==> config.mk <==
export PLATFORM = sky130hd
export DESIGN_NAME = req_phase_seq
export DESIGN_NICKNAME = d
export VERILOG_FILES = /design/src/rtl/req_phase_pkg.sv /design/src/rtl/req_phase_pick.sv /design/src/rtl/req_phase_sem_sel.sv /design/src/rtl/req_phase_check.sv /design/src/rtl/req_phase_bell.sv /design/src/rtl/req_phase_seq.sv
export SDC_FILE = /design/constraint.sdc
export NUM_CORES = 1
export LEC_CHECK = 0
export ABC_CLOCK_PERIOD_IN_PS = 2100
export BUFFER_PORTS_ARGS = -buffer_cell sky130_fd_sc_hd__buf_2
export CAP_MARGIN = 15
export CORE_AREA = 2 2 296 298
export DETAILED_ROUTE_END_ITERATION = 7
export DIE_AREA = 0 0 298 300
export GPL_TIMING_DRIVEN = 0
export PLACE_DENSITY = 0.49
export SLEW_MARGIN = 20
export SYNTH_ARGS = -nofsm -noshare
export SYNTH_HDL_FRONTEND = slang
export SYNTH_SLANG_ARGS = --single-unit
==> constraint.sdc <==
create_clock -name clk -period 2.1 [get_ports clk]
set_input_delay 0.105 -clock clk [delete_from_list [all_inputs] [get_ports clk]]
set_output_delay 0.105 -clock clk [all_outputs]
set_load 0.02 [all_outputs]
==> src/rtl/req_phase_pkg.sv <==
package req_phase_pkg;

   typedef enum logic [2:0] {
      PH_IDLE = 3'd0,
      PH_PRE  = 3'd1,
      PH_XFER = 3'd2,
      PH_POST = 3'd3,
      PH_BELL = 3'd4,
      PH_CPL  = 3'd5
   } phase_e;

   localparam int unsigned CMD_FORCE = 7;
   localparam int unsigned CMD_CPL   = 4;
   localparam int unsigned CMD_BULK  = 3;
   localparam int unsigned ATTR_EN   = 7;
   localparam int unsigned SEM_EN    = 31;
   localparam int unsigned SEM_PRE   = 22;

   localparam logic [1:0] XT_ILLEGAL = 2'd3;
   localparam logic [1:0] WD_32      = 2'd0;
   localparam logic [1:0] WD_16      = 2'd1;
   localparam logic [1:0] WD_8       = 2'd2;
   localparam logic [1:0] WD_RSVD    = 2'd3;

   localparam logic [2:0] ERR_NONE     = 3'd0;
   localparam logic [2:0] ERR_XFER     = 3'd1;
   localparam logic [2:0] ERR_WIDTH    = 3'd2;
   localparam logic [2:0] ERR_ALIGN    = 3'd3;
   localparam logic [2:0] ERR_MULTIPRE = 3'd4;

   // next enabled phase strictly after 'cur' in the fixed order
   function automatic phase_e step_after(input phase_e cur, input logic pre,
                                         input logic xfer, input logic post,
                                         input logic bell, input logic cpl);
      phase_e n;
      if (cur < PH_PRE && pre)        n = PH_PRE;
      else if (cur < PH_XFER && xfer) n = PH_XFER;
      else if (cur < PH_POST && post) n = PH_POST;
      else if (cur < PH_BELL && bell) n = PH_BELL;
      else if (cur < PH_CPL && cpl)   n = PH_CPL;
      else                            n = PH_IDLE;
      return n;
   endfunction

endpackage

==> src/rtl/req_phase_pick.sv <==
module req_phase_pick #(
   parameter int unsigned N = 4
) (
   input  logic [N-1:0]                          mask,
   output logic [((N > 1) ? $clog2(N) : 1)-1:0]  idx,
   output logic [N-1:0]                          onehot,
   output logic                                  any
);
   localparam int unsigned IW = (N > 1) ? $clog2(N) : 1;

   if (N < 1) begin : g_bad_n
      $error("req_phase_pick: N must be at least 1");
   end

   always_comb begin
      idx    = '0;
      onehot = '0;
      for (int i = N - 1; i >= 0; i--) begin
         if (mask[i]) begin
            idx    = IW'(i);
            onehot = N'(1) << i;
         end
      end
   end

   assign any = |mask;
endmodule

==> src/rtl/req_phase_sem_sel.sv <==
module req_phase_sem_sel
   import req_phase_pkg::*;
#(
   parameter int unsigned NUM_SEM = 4,
   parameter int unsigned SEM_W   = 32
) (
   input  logic [NUM_SEM*SEM_W-1:0]      words,
   output logic [NUM_SEM-1:0]            pre_mask,
   output logic [NUM_SEM-1:0]            post_mask,
   output logic [$clog2(NUM_SEM+1)-1:0]  pre_count,
   output logic [SEM_W-1:0]              pre_word
);
   localparam int unsigned CNT_W = $clog2(NUM_SEM + 1);

   if (SEM_W <= SEM_EN) begin : g_bad_w
      $error("req_phase_sem_sel: SEM_W too narrow for the enable bit");
   end

   for (genvar s = 0; s < NUM_SEM; s++) begin : g_slot
      logic [SEM_W-1:0] w;
      assign w            = words[s*SEM_W +: SEM_W];
      assign pre_mask[s]  = w[SEM_EN] &  w[SEM_PRE];
      assign post_mask[s] = w[SEM_EN] & ~w[SEM_PRE];
   end

   always_comb begin
      pre_count = '0;
      pre_word  = '0;
      for (int s = 0; s < NUM_SEM; s++) begin
         pre_count = pre_count + CNT_W'(pre_mask[s]);
         if (pre_mask[s]) pre_word = pre_word | words[s*SEM_W +: SEM_W];
      end
   end
endmodule

==> src/rtl/req_phase_check.sv <==
module req_phase_check
   import req_phase_pkg::*;
#(
   parameter int unsigned CNT_W  = 3,
   parameter int unsigned CODE_W = 16
) (
   input  logic [7:0]        cmd,
   input  logic [7:0]        attr,
   input  logic [1:0]        addr_lo,
   input  logic [CNT_W-1:0]  pre_count,
   output logic [CODE_W-1:0] code
);
   if (CODE_W < 3) begin : g_bad_code
      $error("req_phase_check: CODE_W must hold code 4");
   end

   logic misalign;
   logic [2:0] sel;

   always_comb begin
      case (attr[1:0])
         WD_32:   misalign = addr_lo != 2'b00;
         WD_16:   misalign = addr_lo[0];
         default: misalign = 1'b0;
      endcase
   end

   always_comb begin
      if (cmd[1:0] == XT_ILLEGAL)                         sel = ERR_XFER;
      else if (attr[ATTR_EN] && attr[1:0] == WD_RSVD)     sel = ERR_WIDTH;
      else if (attr[ATTR_EN] && misalign)                 sel = ERR_ALIGN;
      else if (pre_count > CNT_W'(1))                     sel = ERR_MULTIPRE;
      else                                                sel = ERR_NONE;
   end

   assign code = CODE_W'(sel);
endmodule

==> src/rtl/req_phase_bell.sv <==
module req_phase_bell
   import req_phase_pkg::*;
#(
   parameter int unsigned DB_W = 32
) (
   input  logic [7:0]      attr,
   input  logic [DB_W-1:0] data_in,
   output logic [DB_W-1:0] data_out,
   output logic [1:0]      size
);
   if (DB_W != 32) begin : g_bad_db
      $error("req_phase_bell: doorbell data must be 32 bits");
   end

   assign size = attr[1:0];

   always_comb begin
      case (attr[1:0])
         WD_16:   data_out = data_in & DB_W'(32'h0000_FFFF);
         WD_8:    data_out = data_in & DB_W'(32'h0000_00FF);
         default: data_out = data_in;
      endcase
   end
endmodule

==> src/rtl/req_phase_seq.sv <==
module req_phase_seq
   import req_phase_pkg::*;
#(
   parameter int unsigned ADDR_W  = 64,
   parameter int unsigned LEN_W   = 32,
   parameter int unsigned ID_W    = 16,
   parameter int unsigned CODE_W  = 16,
   parameter int unsigned NUM_SEM = 4,
   parameter int unsigned SEM_W   = 32,
   parameter int unsigned DB_W    = 32
) (
   input  logic                      clk,
   input  logic                      rst_n,
   input  logic                      req_valid,
   output logic                      req_ready,
   input  logic [ID_W-1:0]           req_id,
   input  logic [7:0]                req_cmd,
   input  logic [ADDR_W-1:0]         req_src,
   input  logic [ADDR_W-1:0]         req_dst,
   input  logic [LEN_W-1:0]          req_len,
   input  logic [ADDR_W-1:0]         req_db_addr,
   input  logic [7:0]                req_db_attr,
   input  logic [DB_W-1:0]           req_db_data,
   input  logic [NUM_SEM*SEM_W-1:0]  req_sem,
   output logic                      dma_valid,
   output logic [1:0]                dma_dir,
   output logic                      dma_bulk,
   output logic [ADDR_W-1:0]         dma_src,
   output logic [ADDR_W-1:0]         dma_dst,
   output logic [LEN_W-1:0]          dma_len,
   input  logic                      dma_done,
   output logic                      sem_valid,
   output logic                      sem_pre,
   output logic [SEM_W-1:0]          sem_word,
   input  logic                      sem_done,
   output logic                      wr_valid,
   output logic [ADDR_W-1:0]         wr_addr,
   output logic [DB_W-1:0]           wr_data,
   output logic [1:0]                wr_size,
   input  logic                      wr_ready,
   output logic                      cpl_valid,
   output logic [ID_W-1:0]           cpl_id,
   output logic [CODE_W-1:0]         cpl_code,
   output logic                      cpl_force,
   input  logic                      cpl_ready
);
   localparam int unsigned IDX_W = (NUM_SEM > 1) ? $clog2(NUM_SEM) : 1;
   localparam int unsigned CNT_W = $clog2(NUM_SEM + 1);

   if (ADDR_W < 2)  begin : g_bad_addr  $error("req_phase_seq: ADDR_W below 2"); end
   if (LEN_W < 1)   begin : g_bad_len   $error("req_phase_seq: LEN_W below 1"); end
   if (ID_W < 1)    begin : g_bad_id    $error("req_phase_seq: ID_W below 1"); end
   if (NUM_SEM < 1) begin : g_bad_sem   $error("req_phase_seq: NUM_SEM below 1"); end

   // ---------------- capture-side decode ----------------
   logic [NUM_SEM-1:0] in_pre_mask, in_post_mask;
   logic [CNT_W-1:0]   in_pre_cnt;
   logic [SEM_W-1:0]   in_pre_word;
   logic [CODE_W-1:0]  in_code;

   req_phase_sem_sel #(.NUM_SEM(NUM_SEM), .SEM_W(SEM_W)) i_sel (
      .words     (req_sem),
      .pre_mask  (in_pre_mask),
      .post_mask (in_post_mask),
      .pre_count (in_pre_cnt),
      .pre_word  (in_pre_word)
   );

   req_phase_check #(.CNT_W(CNT_W), .CODE_W(CODE_W)) i_check (
      .cmd       (req_cmd),
      .attr      (req_db_attr),
      .addr_lo   (req_db_addr[1:0]),
      .pre_count (in_pre_cnt),
      .code      (in_code)
   );

   // ---------------- held request ----------------
   phase_e                    st;
   logic [ID_W-1:0]           id_q;
   logic [7:0]                cmd_q;
   logic [ADDR_W-1:0]         src_q, dst_q, dba_q;
   logic [LEN_W-1:0]          len_q;
   logic [7:0]                attr_q;
   logic [DB_W-1:0]           dbd_q;
   logic [NUM_SEM*SEM_W-1:0]  sem_q;
   logic [SEM_W-1:0]          pre_word_q;
   logic                      pre_q;
   logic [NUM_SEM-1:0]        post_q;
   logic [CODE_W-1:0]         code_q;

   logic [IDX_W-1:0]   pick_idx;
   logic [NUM_SEM-1:0] pick_oh;
   logic               post_any;

   req_phase_pick #(.N(NUM_SEM)) i_pick (
      .mask   (post_q),
      .idx    (pick_idx),
      .onehot (pick_oh),
      .any    (post_any)
   );

   logic [DB_W-1:0] bell_data;
   logic [1:0]      bell_size;

   req_phase_bell #(.DB_W(DB_W)) i_bell (
      .attr     (attr_q),
      .data_in  (dbd_q),
      .data_out (bell_data),
      .size     (bell_size)
   );

   logic take, q_xfer, q_bell, q_cpl;
   assign take   = req_valid && req_ready;
   assign q_xfer = cmd_q[1:0] != 2'd0;
   assign q_bell = attr_q[ATTR_EN];
   assign q_cpl  = cmd_q[CMD_CPL];

   always_ff @(posedge clk or negedge rst_n) begin
      if (!rst_n) begin
         st         <= PH_IDLE;
         id_q       <= '0;
         cmd_q      <= '0;
         src_q      <= '0;
         dst_q      <= '0;
         len_q      <= '0;
         dba_q      <= '0;
         attr_q     <= '0;
         dbd_q      <= '0;
         sem_q      <= '0;
         pre_word_q <= '0;
         pre_q      <= 1'b0;
         post_q     <= '0;
         code_q     <= '0;
      end else begin
         unique case (st)
            PH_IDLE: if (take) begin
               id_q       <= req_id;
               cmd_q      <= req_cmd;
               src_q      <= req_src;
               dst_q      <= req_dst;
               len_q      <= req_len;
               dba_q      <= req_db_addr;
               attr_q     <= req_db_attr;
               dbd_q      <= req_db_data;
               sem_q      <= req_sem;
               pre_word_q <= in_pre_word;
               pre_q      <= in_pre_cnt != '0;
               post_q     <= in_post_mask;
               code_q     <= in_code;
               if (in_code != '0)
                  st <= step_after(PH_BELL, 1'b0, 1'b0, 1'b0, 1'b0, req_cmd[CMD_CPL]);
               else
                  st <= step_after(PH_IDLE, in_pre_cnt != '0, req_cmd[1:0] != 2'd0,
                                   |in_post_mask, req_db_attr[ATTR_EN], req_cmd[CMD_CPL]);
            end
            PH_PRE: if (sem_done)
               st <= step_after(PH_PRE, pre_q, q_xfer, post_any, q_bell, q_cpl);
            PH_XFER: if (dma_done)
               st <= step_after(PH_XFER, pre_q, q_xfer, post_any, q_bell, q_cpl);
            PH_POST: if (sem_done) begin
               post_q <= post_q & ~pick_oh;
               if ((post_q & ~pick_oh) == '0)
                  st <= step_after(PH_POST, pre_q, q_xfer, 1'b0, q_bell, q_cpl);
            end
            PH_BELL: if (wr_ready)
               st <= step_after(PH_BELL, pre_q, q_xfer, 1'b0, q_bell, q_cpl);
            PH_CPL: if (cpl_ready)
               st <= PH_IDLE;
            default: st <= PH_IDLE;
         endcase
      end
   end

   // ---------------- outputs ----------------
   assign req_ready = st == PH_IDLE;

   assign dma_valid = st == PH_XFER;
   assign dma_dir   = cmd_q[1:0];
   assign dma_bulk  = cmd_q[CMD_BULK];
   assign dma_src   = src_q;
   assign dma_dst   = dst_q;
   assign dma_len   = len_q;

   assign sem_valid = (st == PH_PRE) || (st == PH_POST);
   assign sem_pre   = st == PH_PRE;
   assign sem_word  = (st == PH_PRE) ? pre_word_q : sem_q[pick_idx*SEM_W +: SEM_W];

   assign wr_valid  = st == PH_BELL;
   assign wr_addr   = dba_q;
   assign wr_data   = bell_data;
   assign wr_size   = bell_size;

   assign cpl_valid = st == PH_CPL;
   assign cpl_id    = id_q;
   assign cpl_code  = code_q;
   assign cpl_force = cmd_q[CMD_FORCE];

   // ---------------- assertions ----------------
   assert_idle_quiet_R1: assert property (@(posedge clk) disable iff (!rst_n)
      req_ready |-> !(dma_valid || sem_valid || wr_valid || cpl_valid));

   assert_one_phase_R2: assert property (@(posedge clk) disable iff (!rst_n)
      $onehot0({dma_valid, sem_valid, wr_valid, cpl_valid}));

   assert_xfer_hold_R4: assert property (@(posedge clk) disable iff (!rst_n)
      dma_valid && !dma_done |=> dma_valid && $stable(dma_src) && $stable(dma_dst)
                                 && $stable(dma_len) && $stable(dma_dir));

   assert_post_enabled_R5: assert property (@(posedge clk) disable iff (!rst_n)
      sem_valid |-> sem_word[SEM_EN] && (sem_word[SEM_PRE] == sem_pre));

   assert_bell_align_R6: assert property (@(posedge clk) disable iff (!rst_n)
      wr_valid |-> (wr_size != WD_RSVD)
                   && !(wr_size == WD_32 && wr_addr[1:0] != 2'b00)
                   && !(wr_size == WD_16 && wr_addr[0]));

   assert_bell_mask_R6: assert property (@(posedge clk) disable iff (!rst_n)
      wr_valid && wr_size == WD_8 |-> wr_data[DB_W-1:8] == '0);

   assert_cpl_hold_R7: assert property (@(posedge clk) disable iff (!rst_n)
      cpl_valid && !cpl_ready |=> cpl_valid && $stable(cpl_code) && $stable(cpl_id));

endmodule

==> results of run 1 <==
-- state kept, by name (all words and copies together) (netlist names) --
name	cells
sem_q	128
dma_dst	64
dma_src	64
wr_addr	64
dbd_q	32
dma_len	32
pre_word_q	32
cpl_id	16
cmd_q	5
post_q	4
attr_q	3
cpl_code	3
st	3
-- worst min-delay path, delay by kind of cell --
kind                   cells  cell delay [ps]
buffers and inverters      3              900
-- through the flow --
stage / util, % / hold slack [ps] / worst slack, ps / instances
floorplan: - / -191 / -397 / 2163
global placement: 28.6 / 295 / -9310 / 4051
detailed placement: 28.8 / -16.4 / -1480 / 4057
CTS: 36.5 / 28.4 / -665 / 4579
global route: 36.9 / 44.3 / -624 / 4596
finish: 36.9 / 67.2 / -525 / 4602
-- kinds of logic after synthesis --
group	after synthesis	share of synthesized area, %
flip-flops	450	58.1
other	1	0.0193
multiplexers	67	5.74
AO/OA/AOI/OAI	130	4.98
AND/OR/NAND/NOR	1334	26.7
buffers and inverters	163	4.06
adder cells (fa/ha/maj)	6	0.413
-- cell type report --
type	instances	area, sq um	share of cell area [%]
Clock buffer	82	1640	5.15
Inverter	8	30.0	0.0944
Antenna cell	15	37.5	0.118
Clock inverter	16	259	0.814
Timing Repair Buffer	1177	8440	26.5
Buffer	149	1050	3.31
Sequential cell	450	11300	35.4
Tap cell	1155	1450	4.54
Multi-Input combinational cell	1550	7630	24.0
-- how the worst max path moves through the flow --
stage / end
3_5_place_dp: st[0]
5_1_grt: sem_word[4]
6_report: sem_word[11]
2_1_floorplan: st[0]
3_3_place_gp: dma_len[14]
4_1_cts: sem_word[1]
-- where the power goes --
part	internal, uW	total [uW]	switching (uW)	leakage [uW]
logic	10300	25300	15000	0.0103
registers	12800	15000	2210	0.00558
clock network	6110	10100	4030	0.000930
total	29200	50400	21300	0.0168
-- metal layers --
layer	GRT usage [%]	vias to the layer above	share of wire (%)
met5	0	-	0.070
met4	5.53	10	2.8
met3	4.78	136	6.6
met2	34.9	715	49
met1	24.7	9642	41
li1	-	9292	-
-- cell usage after synthesis (4+ instances only) --
master | count | area (sq um)
a21oi_1 | 4 | 20.0
a221oi_1 | 30 | 263
a22o_1 | 34 | 298
a31oi_1 | 4 | 25.0
and2_1 | 24 | 150
buf_1 | 14 | 52.6
buf_2 | 48 | 240
buf_4 | 25 | 188
clkbuf_1 | 65 | 244
dfrtp_1 | 450 | 11300
ha_1 | 4 | 50.1
inv_1 | 8 | 30.0
mux2_2 | 33 | 372
mux4_2 | 32 | 721
nand2_1 | 1259 | 4730
nor2_1 | 10 | 37.5
nor2b_1 | 17 | 106
nor3_1 | 4 | 20.0
o21ai_0 | 38 | 190
o21bai_1 | 4 | 30.0
-- timing repair --
item,CTS,global route
resized for setup,160,122
pin swaps,6,3
endpoints found under the setup margin,498,208
endpoints found under the hold margin,616,0
buffers inserted,12,9
hold buffers,416,0
gates cloned,2,1
==> metrics.csv, run 1 <==
stage,metric,value,unit
placement,io_buffers,733,
cts,clock_latency,610,ps
floorplanning,start_util,22.5,%
grt,antenna_found_initial,19,
timing,slew_viol_final,0,
route,via_per_inst,4.30,
cts,cts_max_level,2,
min_path,min_path_type,in -> async,
synthesis,synth-seq-cells,450,
critical_path,arrival,2520,ps
grt,grt_max_degree,85,
cts,clockBufferDepth,3,
synthesis,synth_edf_count,0,
timing,fin_crit,2630,ps
synthesis,async_reset_ff_share,100,%
floorplanning,die_w,298,microns
floorplanning,ioPinCount,755,
critical_path,path_cells,"nor2b_4, o21bai_4, buf_12, clkbuf_16, mux4_2, mux2_4, buf_6",
status,violations,negative setup slack,
route,drtAntennaViolNets,0,
cts,cts_root_buffer,clkbuf_16,
route,dr.pass1.iters,6,
cts,numCtsBuffers,55,
route,drc_errors,0,
synthesis,yosysSeqAreaShare,58.1,%
timing,rsz0062_at_grt,yes,
power_and_ir_drop,p_total,50400,uW
timing,tns,-16050,ps
timing,finalCritPeriodShare,125,%
route,initialDrtViolationCount,1193,
grt,grt_pass1_vias,20595,
placement,place_area,24800,sq um
critical_path,cp.depth,7,
grt,grt_pass1_wl,135000,microns
cts,cts_tree,done,
critical_path,crit_family,multiplexers,
power_and_ir_drop,p_per_area,1590,nW/um^2
route,routed-via-count,19795,
timing,timing.fmax,381,MHz
floorplanning,core,86200,sq um
timing,finalSetupViolCount,33,
power_and_ir_drop,leakagePower,0.0168,uW
finish,nNetsFinal,3819,
critical_path,max_stage_delay,500,ps
synthesis,ys_warn_count,0,
critical_path,cp-start-kind,register,
finish,layout-drive-gt1-share,31.4,%
run,drv_cap,0,
critical_path,critPathSlowestCell,mux4_2,
critical_path,path_class,reg -> out,
finish,final_cell_mix,"nand2_1, buf_2, dfrtp_1",
route,routedWlPerCell,19.9,microns
placement,dpl.hpwl,67700,microns
critical_path,regToRegStartpoint,post_q[1],
cts,clk_transition_reported_paths,60,ps
route,wl,91600,microns
floorplanning,num_rows,108,
power_and_ir_drop,peakVddDrop,0.871,mV
grt,grtUsageTotal,20.0,%
critical_path,crit_start,post_q[3],
timing,tightest_slew,1080,ps
floorplanning,fp.dieH,300,microns
synthesis,ys.flop_type,dfrtp_1,
cts,cts.sinks,450,
synthesis,netlist_area,19400,sq um
finish,final_common_cell,nand2_1,
status,status,"finished, violations left",
timing,hold_viol,0,
timing,relSlewSlack,28.3,%
placement,place.gp.congestion,0.846,
finish,syn_to_final_growth,64.0,%
grt,overflow,0,
critical_path,r2r_setup_slack,-120,ps
finish,n_fill_cell,8935,
synthesis,synth_cells,2151,
floorplanning,dieArea,89400,sq um
timing,fin_ws,-525,ps
finish,design_area,31800,sq um
timing,skew,27.4,ps
synthesis,yosysUniqueCellTypes,51,
critical_path,reg2regPathDepth,6,
critical_path,required,2000,ps
critical_path,timing.rr.end,st[0],
synthesis,syn_area_per_cell,9.02,sq um
critical_path,crit_path_end_kind,output port,
critical_path,crit_buf_inv,3,
critical_path,worst-path-max-fanout,8,
(Power assumes the default switching activity.)
==> run 2: changes to the inputs <==
==> constraint.sdc (replaced) <==
create_clock -name clk -period 2.1 [get_ports clk]
set_input_delay 0.105 -clock clk [delete_from_list [all_inputs] [get_ports clk]]
set_output_delay 0.105 -clock clk [all_outputs]
set_load 0.1 [all_outputs]
==> run 2 against run 1 <==
Net effect: the flow still finishes with violations (negative setup slack); sequential share of layout area down 1.4 points; via count down 0.19%; setup slack worse by 97 ps; critical path depth unchanged; first-iteration DRC count up 4.7%; routed wire length down 1.0%; die area unchanged; final cell count unchanged; cell area up 4.1%; hold slack worse by 15 ps; register-to-register slack better by 190 ps; core utilization up 1.5 points; highest routed layer unchanged.
==> metrics.csv, run 2 (synthesis results as in run 1) <==
stage,metric,value,unit
route,routed-via-count,19758,
floorplanning,num_rows,108,
critical_path,path_class,reg -> out,
critical_path,crit_start,post_q[3],
cts,cts_tree,done,
finish,final_common_cell,nand2_1,
grt,grtUsageMet3,3.74,%
floorplanning,fp.dieH,300,microns
timing,relSlewSlack,36.3,%
grt,use_met1,24.0,%
timing,tightest_slew,955,ps
critical_path,arrival,2620,ps
placement,dpl.hpwl,64700,microns
critical_path,max_stage_delay,540,ps
floorplanning,ioPinCount,755,
critical_path,crit_family,multiplexers,
placement,place.gp.congestion,0.842,
cts,clock_latency,600,ps
grt,grt_pass1_vias,20270,
critical_path,worst-path-max-fanout,5,
cts,cts.sinks,450,
route,drc_errors,0,
grt,grt_max_degree,86,
timing,finalCritPeriodShare,130,%
cts,clockBufferDepth,3,
timing,rsz0062_at_grt,yes,
floorplanning,core,86200,sq um
finish,syn_to_final_growth,70.7,%
timing,fin_crit,2720,ps
grt,grt-busiest-layer,met2,
finish,nNetsFinal,3833,
timing,slew_viol_final,0,
cts,clk_transition_reported_paths,60,ps
finish,regMostFlops,sem_q,
run,drv_cap,0,
timing,skew,9.60,ps
critical_path,cp_common_cell,buf_12,
critical_path,path_cells,"nor2b_4, o21bai_4, buf_12, buf_12, mux4_2, mux2_4, buf_12",
floorplanning,start_util,22.5,%
status,violations,negative setup slack,
finish,layout-drive-gt1-share,32.1,%
critical_path,crit_buf_inv,3,
cts,numCtsBuffers,52,
critical_path,critPathSlowestCell,mux4_2,
route,routedWlPerCell,19.7,microns
status,status,"finished, violations left",
grt,antenna_found_initial,12,
timing,fin_ws,-622,ps
grt,grtUsageTotal,19.4,%
finish,largest_reg_flops,128,
cts,cts_max_level,2,
finish,final_cell_mix,"nand2_1, buf_2, dfrtp_1",
floorplanning,dieArea,89400,sq um
grt,grt_pass1_wl,131000,microns
route,drtAntennaViolNets,0,
min_path,min_path_type,in -> async,
timing,hold_viol,0,
timing,timing.fmax,367,MHz
critical_path,required,2000,ps
timing,finalSetupViolCount,32,
route,via_per_inst,4.29,
floorplanning,die_w,298,microns
critical_path,regToRegStartpoint,st[0],
cts,cts_root_buffer,clkbuf_16,
critical_path,cp-start-kind,register,
route,wl,90700,microns
timing,tns,-18840,ps
grt,grtUsageMet2,33.4,%
critical_path,crit_path_end_kind,output port,
grt,overflow,0,
route,dr.pass1.iters,5,
route,initialDrtViolationCount,1249,
placement,io_buffers,733,
-- run 2: metal layers --
| metal | wire (microns) | share of wire (%) |
|---|---|---|
| met1 | 37500 | 41 |
| met2 | 44600 | 49 |
| met3 | 5120 | 5.6 |
| met5 | 99 | 0.11 |
| met4 | 3380 | 3.7 |
-- run 2: final cells by class --
cell class                 count  area, sq um
tap                         1155         1450
antenna                        5         12.5
buffer                       147         1700
sequential                   450        11300
timing repair buffer        1196         9280
fill                        8743        53100
multi-input combinational   1550         7690
inverter                       8         30.0
clock buffer                  76         1490
clock inverter                15          185
-- run 2: per-stage QoR --
step | instances | cell area [sq um] | utilization (%) | setup slack (ps) | hold WS [ps]
finish | 4602 | 33100 | 38.4 | -622 | 52.6
CTS | 4575 | 32300 | 37.5 | -680 | 38.1
global route | 4601 | 33100 | 38.4 | -705 | 68.1
global placement | 4051 | 25300 | 29.4 | -9940 | 295
floorplan | 2163 | 20200 | - | -467 | -191
detailed placement | 4056 | 25500 | 29.6 | -1400 | 118
-- run 2: final timing paths --
path,end,slack (ps),depth (start not counted)
max,sem_word[18],-620,7
min,dma_src[57],50,2
max reg2reg,dbd_q[9],70,10
min reg2reg,dma_dst[26],460,2
max in group asynchronous,attr_q[0],320,5
min in group clk,pre_word_q[31],70,5
-- run 2: worst reg2reg max path: stages (launching register included) --
cell      delay [ps]
dfrtp_2          430
buf_4            160
buf_6            140
nor3_4           160
buf_6            150
nand2_4          120
buf_12           190
buf_6            200
clkbuf_4         230
nand2_1           90
nand2_1           60
-- run 2: repair_timing --
action / 4_1_cts / 5_1_grt
setup buffers: 17 / 17
setup endpoints to repair: 101 / 316
hold buffers: 414 / 0
cloned: 2 / 11
resized for setup: 245 / 104
pin swaps: 8 / 10
hold endpoints to repair: 631 / 0
Power of run 2 is not shown: default switching activity piles up to over one toggle a cycle in this logic, so the estimate is an artifact.
==> run 3: changes to the inputs <==
--- a/config.mk
+++ b/config.mk
@@ -6,7 +6,7 @@
 export NUM_CORES = 1
 export LEC_CHECK = 0
 export ABC_CLOCK_PERIOD_IN_PS = 2100
-export BUFFER_PORTS_ARGS = -buffer_cell sky130_fd_sc_hd__buf_2
+export BUFFER_PORTS_ARGS = -buffer_cell sky130_fd_sc_hd__buf_4
 export CAP_MARGIN = 15
 export CORE_AREA = 2 2 296 298
 export DETAILED_ROUTE_END_ITERATION = 7
==> run 3 against run 2 <==
Net effect: the run still ends with negative setup slack left; largest cell class is now non-clock buffers; flip-flop and latch count did not move; cell area increased by 4.3%; global-route usage grew 0.60 points; via count is 0.97% lower; highest routed layer unchanged.
==> metrics.csv, run 3 (synthesis results as in run 1) <==
stage,metric,value,unit
route,dr.pass1.iters,4,
run,drv_cap,0,
route,routed-via-count,19566,
route,routedWlPerCell,20.0,microns
cts,numCtsBuffers,56,
timing,tns,-18640,ps
timing,slew_viol_final,0,
grt,antenna_found_initial,8,
status,status,"finished, violations left",
status,violations,negative setup slack,
finish,fin_util,40.1,%
timing,skew,20.1,ps
finish,design_area,34500,sq um
floorplanning,die_w,298,microns
timing,fin_crit,2720,ps
timing,timing.fmax,367,MHz
floorplanning,ioPinCount,755,
placement,place_area,27300,sq um
floorplanning,core,86200,sq um
timing,finalCritPeriodShare,130,%
timing,rsz0062_at_grt,yes,
finish,final_cell_mix,"nand2_1, buf_4, dfrtp_1",
critical_path,timing.rr.end,st[0],
grt,overflow,0,
route,initialDrtViolationCount,1285,
critical_path,regToRegStartpoint,post_q[1],
timing,hold_viol,0,
finish,regMostFlops,sem_q,
timing,relSlewSlack,40.2,%
floorplanning,start_util,22.5,%
placement,dpl.hpwl,66600,microns
critical_path,required,2000,ps
grt,grt_max_degree,91,
critical_path,cp-start-kind,register,
timing,finalSetupViolCount,32,
timing,tightest_slew,897,ps
critical_path,r2r_setup_slack,20,ps
critical_path,worst-path-max-fanout,5,
floorplanning,num_rows,108,
cts,cts_tree,done,
cts,cts_root_buffer,clkbuf_16,
grt,grtUsageTotal,20.0,%
placement,io_buffers,733,
finish,layout-drive-gt1-share,31.8,%
route,drtAntennaViolNets,0,
grt,grt_pass1_vias,20352,
route,via_per_inst,4.26,
cts,clockBufferDepth,3,
placement,place.gp.congestion,0.829,
timing,fin_ws,-621,ps
finish,syn_to_final_growth,78.0,%
critical_path,crit_path_end_kind,output port,
route,wl,91700,microns
finish,largest_reg_flops,128,
critical_path,reg2regPathDepth,5,
floorplanning,fp.dieH,300,microns
cts,cts_max_level,2,
cts,cts.sinks,450,
min_path,min_path_type,in -> async,
placement,pre_cts_slack,-1400,ps
cts,clk_transition_reported_paths,60,ps
critical_path,path_class,reg -> out,
floorplanning,dieArea,89400,sq um
finish,nNetsFinal,3825,
finish,final_common_cell,nand2_1,
critical_path,arrival,2620,ps
route,drc_errors,0,
grt,grt_pass1_wl,135000,microns
cts,clock_latency,620,ps
run 3: cell count changes in the layout (fill, tap and decap cells not counted), sizes merged:
cell      delta
buf          -2
clkbuf       -2
clkinvlp     -1
clkinv       -2
diode        -1
run 3: repair_timing:
| item | CTS | global route |
|---|---|---|
| hold endpoints to repair | 628 | 0 |
| pin swaps | 11 | 11 |
| setup endpoints to repair | 89 | 73 |
| resized for setup | 208 | 50 |
| hold buffers | 414 | 0 |
| buffers inserted | 24 | 5 |
| cloned | 2 | 1 |
run 3: metrics by stage:
stage	hold WS [ps]	cells
finish	43.4	4594
global route	58.3	4593
CTS	27.4	4587
detailed placement	125	4056
global placement	294	4051
floorplan	-191	2163
run 3: worst max-delay path by stage:
stage,startpoint,end,slack [ps]
5_1_grt,post_q[3],sem_word[20],-690
2_1_floorplan,req_sem[22],st[0],-470
3_5_place_dp,req_sem[86],st[0],-1400
6_report,post_q[3],sem_word[25],-620
3_3_place_gp,rst_n,st[1],-4740
4_1_cts,post_q[3],sem_word[18],-700
run 3: critical path: stages, from the launching register on:
cell,delay [ps]
dfrtp_1,380
nor2b_4,130
o21bai_4,150
buf_12,170
buf_12,130
mux4_2,530
mux2_4,310
buf_12,170
run 3: cell type report:
cell class | count | area, sq um
Multi-Input combinational cell | 1550 | 7710
Antenna cell | 4 | 10.0
Clock buffer | 84 | 1660
Fill cell | 8670 | 51700
Inverter | 8 | 30.0
Timing Repair Buffer | 1183 | 10700
Sequential cell | 450 | 11300
Clock inverter | 12 | 168
Buffer | 148 | 1520
Tap cell | 1155 | 1450
run 3: layer usage:
metal | routed length (microns) | global-route usage [%]
met1 | 37800 | 24.6
met2 | 46400 | 35.6
met3 | 5150 | 4.08
met4 | 2310 | 4.98
met5 | 48 | 0
Power of run 3 is left out for the same reason.
